<file path="config.mk">
export PLATFORM = sky130hd
export DESIGN_NAME = dma_status_agg
export DESIGN_NICKNAME = d
export VERILOG_FILES = /design/src/rtl/dma_stat_pkg.sv /design/src/rtl/stat_src_mirror.sv /design/src/rtl/stat_err_capture.sv /design/src/rtl/stat_irq_gen.sv /design/src/rtl/dma_status_agg.sv
export SDC_FILE = /design/constraint.sdc
export NUM_CORES = 1
export LEC_CHECK = 0
export BUFFER_PORTS_ARGS = -buffer_cell sky130_fd_sc_hd__buf_2
export CORE_MARGIN = 3
export CORE_UTILIZATION = 29
export DETAILED_ROUTE_END_ITERATION = 8
export PLACE_DENSITY = 0.94
export RECOVER_POWER = 50
export REMOVE_ABC_BUFFERS = 1
export SLEW_MARGIN = 20
export SYNTH_ARGS = -nofsm -noshare
export SYNTH_HDL_FRONTEND = slang
export SYNTH_SLANG_ARGS = --single-unit
</file>
<file path="constraint.sdc">
create_clock -name clk -period 1.55 [get_ports clk]
set_clock_uncertainty 0.2 [all_clocks]
set_input_delay 0.31 -clock clk [delete_from_list [all_inputs] [get_ports clk]]
set_output_delay 0.31 -clock clk [all_outputs]
set_load 0.02 [all_outputs]
</file>
<file path="src/rtl/dma_stat_pkg.sv">
package dma_stat_pkg;
  localparam int STAT_W    = 32;
  localparam int NSRC      = 3;
  localparam int SRC_LSB   = 27;
  localparam int ATTR_W    = 3;
  localparam int ATTR_LSB  = 23;
  localparam int FATAL_BIT = 13;
  localparam int SRC_MSB   = SRC_LSB + NSRC - 1;
  localparam int ATTR_MSB  = ATTR_LSB + ATTR_W - 1;
  localparam logic [STAT_W-1:0] W1C_MASK = STAT_W'(1) << FATAL_BIT;

  typedef struct packed {
    logic desc;
    logic rd;
    logic tx;
  } err_attr_t;
endpackage

</file>
<file path="src/rtl/stat_src_mirror.sv">
module stat_src_mirror
  import dma_stat_pkg::*;
#(
  parameter int N = NSRC
) (
  input  logic         clk,
  input  logic         rst_n,
  input  logic [N-1:0] lvl_i,
  output logic [N-1:0] lvl_o
);
  for (genvar g = 0; g < N; g++) begin : g_src
    logic lvl_d, lvl_q;

    always_comb begin
      lvl_d = lvl_i[g];
    end

    always_ff @(posedge clk or negedge rst_n) begin
      if (!rst_n) lvl_q <= 1'b0;
      else        lvl_q <= lvl_d;
    end

    assign lvl_o[g] = lvl_q;
  end
endmodule

</file>
<file path="src/rtl/stat_err_capture.sv">
module stat_err_capture
  import dma_stat_pkg::*;
(
  input  logic      clk,
  input  logic      rst_n,
  input  logic      err_pulse_i,
  input  err_attr_t attr_i,
  input  logic      clr_i,
  output logic      fatal_o,
  output err_attr_t attr_o
);
  logic      fatal_d, fatal_q, upd;
  err_attr_t attr_d, attr_q;

  always_comb begin
    fatal_d = fatal_q;
    attr_d  = attr_q;
    upd     = 1'b0;
    if (err_pulse_i) begin
      fatal_d = 1'b1;
      attr_d  = attr_i;
      upd     = 1'b1;
    end else if (clr_i) begin
      fatal_d = 1'b0;
      attr_d  = '0;
      upd     = 1'b1;
    end
  end

  always_ff @(posedge clk or negedge rst_n) begin
    if (!rst_n) begin
      fatal_q <= 1'b0;
      attr_q  <= '0;
    end else if (upd) begin
      fatal_q <= fatal_d;
      attr_q  <= attr_d;
    end
  end

  assign fatal_o = fatal_q;
  assign attr_o  = attr_q;
endmodule

</file>
<file path="src/rtl/stat_irq_gen.sv">
module stat_irq_gen
  import dma_stat_pkg::*;
#(
  parameter int N = NSRC
) (
  input  logic         clk,
  input  logic         rst_n,
  input  logic [N-1:0] lvl_i,
  input  logic [N-1:0] en_i,
  output logic         irq_o
);
  logic irq_d, irq_q;

  always_comb begin
    irq_d = |(lvl_i & en_i);
  end

  always_ff @(posedge clk or negedge rst_n) begin
    if (!rst_n) irq_q <= 1'b0;
    else        irq_q <= irq_d;
  end

  assign irq_o = irq_q;
endmodule

</file>
<file path="src/rtl/dma_status_agg.sv">
module dma_status_agg
  import dma_stat_pkg::*;
(
  input  logic              clk,
  input  logic              rst_n,
  input  logic              ts_evt_i,
  input  logic              pm_evt_i,
  input  logic              cnt_evt_i,
  input  logic [NSRC-1:0]   irq_en_i,
  input  logic              bus_err_i,
  input  logic              err_tx_i,
  input  logic              err_rd_i,
  input  logic              err_desc_i,
  input  logic              wr_en_i,
  input  logic [STAT_W-1:0] wr_data_i,
  output logic [STAT_W-1:0] stat_o,
  output logic              irq_o
);
  logic [NSRC-1:0] src_lvl, src_q;
  logic            fatal_q, clr;
  err_attr_t       attr_in, attr_q;

  assign src_lvl = {ts_evt_i, pm_evt_i, cnt_evt_i};
  assign attr_in = '{desc: err_desc_i, rd: err_rd_i, tx: err_tx_i};
  assign clr     = wr_en_i && ((wr_data_i & W1C_MASK) != '0);

  stat_src_mirror #(.N(NSRC)) u_mirror (
    .clk   (clk),
    .rst_n (rst_n),
    .lvl_i (src_lvl),
    .lvl_o (src_q)
  );

  stat_err_capture u_err (
    .clk         (clk),
    .rst_n       (rst_n),
    .err_pulse_i (bus_err_i),
    .attr_i      (attr_in),
    .clr_i       (clr),
    .fatal_o     (fatal_q),
    .attr_o      (attr_q)
  );

  stat_irq_gen #(.N(NSRC)) u_irq (
    .clk   (clk),
    .rst_n (rst_n),
    .lvl_i (src_lvl),
    .en_i  (irq_en_i),
    .irq_o (irq_o)
  );

  always_comb begin
    stat_o                     = '0;
    stat_o[SRC_MSB:SRC_LSB]    = src_q;
    stat_o[ATTR_MSB:ATTR_LSB]  = attr_q;
    stat_o[FATAL_BIT]          = fatal_q;
  end
endmodule

</file>
### After elaboration in Yosys (flattened, before gate mapping)

Cells that the tools add are included.

| storage, ports and cells | value |
|---|---|
| register bits after elaboration | 8 |
| input port bits | 45 |
| output and inout port bits | 33 |
| word-level logic and storage cells | 19 |

| cells by class | value |
|---|---|
| reduce and logical (&&, ||, !) cells | 4 |
| mux-type cells | 6 |
| bitwise operators | 1 |

Operators with widths:

| operator | count |
|---|---|
| $mux 3 | 2 |
| $mux 1 | 4 |
| $and 3x3->3 | 1 |
| $reduce_or 3->1 | 1 |
| $reduce_and 2->1 | 1 |
| $reduce_bool 2->1 | 1 |
| $logic_and 1x1->1 | 1 |

### Depth between registers and ports, before layout

| logic depth | value |
|---|---|
| word-level depth | 4 |
| mapped depth | 2 |
| depth with buffers taken out | 2 |

### Hierarchy

Synthesis repeated with hierarchy kept, for this count alone.

| second synthesis, totals | value |
|---|---|
| cell total of the unflattened synthesis | 52 |
| area, all modules | 501.7 um^2 |

Modules (own cells, without submodules):

| module | sequential area each (um^2) | cells each | area each (um^2) | times used |
|---|---|---|---|---|
| dma_status_agg | 0.0 | 28 | 205.2 | 1 |
| stat_err_capture | 100.1 | 15 | 160.2 | 1 |
| stat_src_mirror | 75.1 | 6 | 97.6 | 1 |
| stat_irq_gen | 25.0 | 3 | 38.8 | 1 |

### Worst setup path after synthesis

Ideal clock, no wire load.

| timing path | value |
|---|---|
| path type | reg2reg |
| start | reg, netlist name u_err.attr_o[0] |
| end | reg, netlist name u_err.attr_o[0] |
| stages on the path, launching flop included | 3 |
| data arrival time | 758 ps |
| period minus slack after synthesis | 1079 ps |
| setup slack | 471 ps |
| setup time | 121 ps |
| cells stage by stage | dfrtp_1 nor2b_1 a22o_1 |

### Worst setup path after layout

| timing path | value |
|---|---|
| start | in cnt_evt_i |
| end | reg u_irq.irq_q (netlist: u_irq.irq_o) |

| on the way | value |
|---|---|
| longest elaborated chain between the ends | 2 |

RTL lines:

| item | line | source |
|---|---|---|
| from (decl) | dma_status_agg.sv:8 | `input logic cnt_evt_i,` |
| $and 3x3->3 | stat_irq_gen.sv:15 | `irq_d = \|(lvl_i & en_i);` |
| $reduce_or 3->1 | stat_irq_gen.sv:15 |  |
| named net u_irq.irq_d | stat_irq_gen.sv:12 | `logic irq_d, irq_q;` |
| to (signal assigned) | stat_irq_gen.sv:20 | `else irq_q <= irq_d;` |
| to (decl) | stat_irq_gen.sv:12 |  |

The timed path passes the listed nets, and every way through them passes these cells.
A chain may end at the register's enable or synchronous reset.

==> summary.txt <==
Run status
  • Outcome: finished, final reports clean

Synth
  • Mapped Area: 493.0 sq um
  • Synth area leader: buf_4
  • Top cells by area, synth: buf_4 (44%), dfrtp_1 (41%), a22o_1 (5.3%)
  • Synth top area share: 44.16%
  • Mapped Cells: 48
  • Syn Area/Cell: 10.27 sq um
  • Register area share after synthesis: 40.61%
  • Flops & latches, synth: 8
  • Post-synthesis cell type count: 9
  • Ys Warns: 0

Min path
  • HP Start: irq_en_i[2]
  • Min-Delay Path Depth: 3
  • Hold EP: u_irq.irq_o
  • Min-delay worst type: in2reg

Finish
  • Fraction of layout cells with a size suffix above 1: 32.39%
  • Multi-input logic area: 161.4 sq um
  • ANT cells: 0
  • Final #Nets: 118
  • Final Util: 35.31%
  • Area Growth Syn to Fin: 11.68%
  • Most common cell after layout, fill and taps aside: conb_1
  • # fillers: 160
  • Commonest cells after routing, fill and taps aside: conb_1 (25), buf_2 (19), dfrtp_1 (8), dlygate4sd3_1 (4)
  • FF/Latch Area: 200.2 sq um

Clock network
  • Worst-path clk slew: 0.05 ns
  • Postcts setup bufs: 0
  • Max Root-Sink Buffers: 2
  • Hold_buf cts: 4
  • CTS sink count: 8
  • Worst skew pair latency: 0.24 ns
  • CTS H-tree depth: 1
  • CTS tree: yes
  • TritonCTS Buffers: 3
  • CTS Root Cell: clkbuf_4
  • CTS resizes: 0

Floorplanning
  • I/O pin count: 78
  • Die width: 47.23 microns
  • # rows: 14
  • Die Outline Area: 2231 sq um
  • CORE AREA: 1559 sq um
  • Die Height: 47.23 microns
  • Starting Density: 31.62%

Global routing
  • Initial antenna violation count: 0
  • Vias in the first global route: 265
  • Maximum number of pins on one net before global-route repair: 9
  • Gr usage total: 7.519%
  • First-pass GRT wire length: 1.014 mm
  • Total congestion overflow: 0

Setup path
  • Worst Path Required: 1.47 ns
  • Worst setup EP type: flop
  • Worst R2R End: u_err.attr_o[0]
  • CP max FO: 2
  • R2r setup slk: 0.55 ns
  • Critical path type: in2reg
  • CP startpoint kind: input port
  • Worst Path Arrival: 1.38 ns
  • Start of the worst register-to-register path: u_err.attr_o[0]
  • R2R cell count: 2

Flow run
  • Max-cap violations: 0

Timing
  • Min Clock Period, post-route: 1.451 ns
  • Tcrit/Tclk final: 93.64%
  • Peak Freq: 689.0 MHz
  • Max Slew Vio Count: 0
  • Setup TNS: 0 ns
  • RSZ-0062 raised after global routing: no
  • Worst hold margin: 0.09380 ns
  • Final setup fails: 0
  • Hold Fails Final Rpt: 0

Detailed routing
  • Drt pass-1 iters: 4
  • Initial drt markers: 6
  • DR vias: 325
  • Vias per inst: 3.736
  • DRT antenna net count: 0
  • DRC: 0
  • Routed wire length: 864 microns
  • WL/cell: 9.931 microns

Power
  • PD cells: 934.2 nW/um^2
  • Total leakage power: 0.3129 nW
  • Maximum vdd drop: 0.5480 mV

Placement
  • Number of I/O port buffers: 21
  • Routability cong.: 0.6125
## cells in the mapped netlist
master and n:
dfrtp_1 8, conb_1 1, a22o_1 3, a222oi_1 1, buf_4 29, inv_1 1, nand2_1 1, nor2b_1 3
a21o_2 1
## critical path: stages
cell and delay (ns):
dlygate4sd3_1 0.53, clkbuf_1 0.10, a222oi_1 0.35, inv_1 0.08
## state kept, by name (all words and copies together) (netlist names)
| name | cells |
|---|---|
| u_err.fatal_o | 1 |
| u_err.attr_o | 3 |
| u_irq.irq_o | 1 |
| u_mirror.g_src.lvl_q | 3 |
## metrics by stage
step / instance area (sq um) / power, mW / setup WS, ns / instances
finish: 550.5 / 0.5143 / 0.09864 / 87
CTS: 553.0 / 0.5207 / 0.1049 / 87
global placement: 490.5 / 0.3560 / 0.4078 / 80
global route: 550.5 / 0.5495 / 0.04272 / 87
floorplan: 365.4 / 0.3188 / 0.4713 / 43
detailed placement: 490.5 / 0.3594 / 0.3850 / 80
## final cells by class
cell class / instances / area share [%]
well taps: 16 / 3.636
flip-flops and latches: 8 / 36.36
inverters: 1 / 0.6818
multi-input cells: 34 / 29.32
repair buffers: 25 / 25.91
clock buffers: 3 / 4.091
## logic make-up after synthesis
family                 Yosys count  synth area share, %
buffers and inverters           30                44.92
other                            1               0.7607
flip-flops                       8                40.61
AO/OA/AOI/OAI                    5                9.138
AND/OR/NAND/NOR                  4                4.568
## power by group
part           internal [mW]  switching (mW)  leakage (nW)
Clock                 0.0880          0.0620        0.0138
Combinational         0.0383          0.0974         0.206
Sequential             0.224         0.00479        0.0935
## layer usage
layer  share of wire, %  global-route usage (%)  vias to the layer above
met2                 57                   15.51                       34
met5                  0                       0                        -
met4                  0                   1.657                        0
met3                 14                   6.897                        0
li1                   -                       -                      147
met1                 28                   4.147                      144
## how the worst max path moves through the flow
stage                     from         endpoint  cells after the start
6_report             cnt_evt_i      u_irq.irq_o                      4
5_1_grt              cnt_evt_i      u_irq.irq_o                      4
4_1_cts              cnt_evt_i      u_irq.irq_o                      4
3_5_place_dp         cnt_evt_i      u_irq.irq_o                      3
3_3_place_gp         cnt_evt_i      u_irq.irq_o                      3
2_1_floorplan  u_err.attr_o[0]  u_err.attr_o[0]                      2
Power figures use the tool's default switching activity.
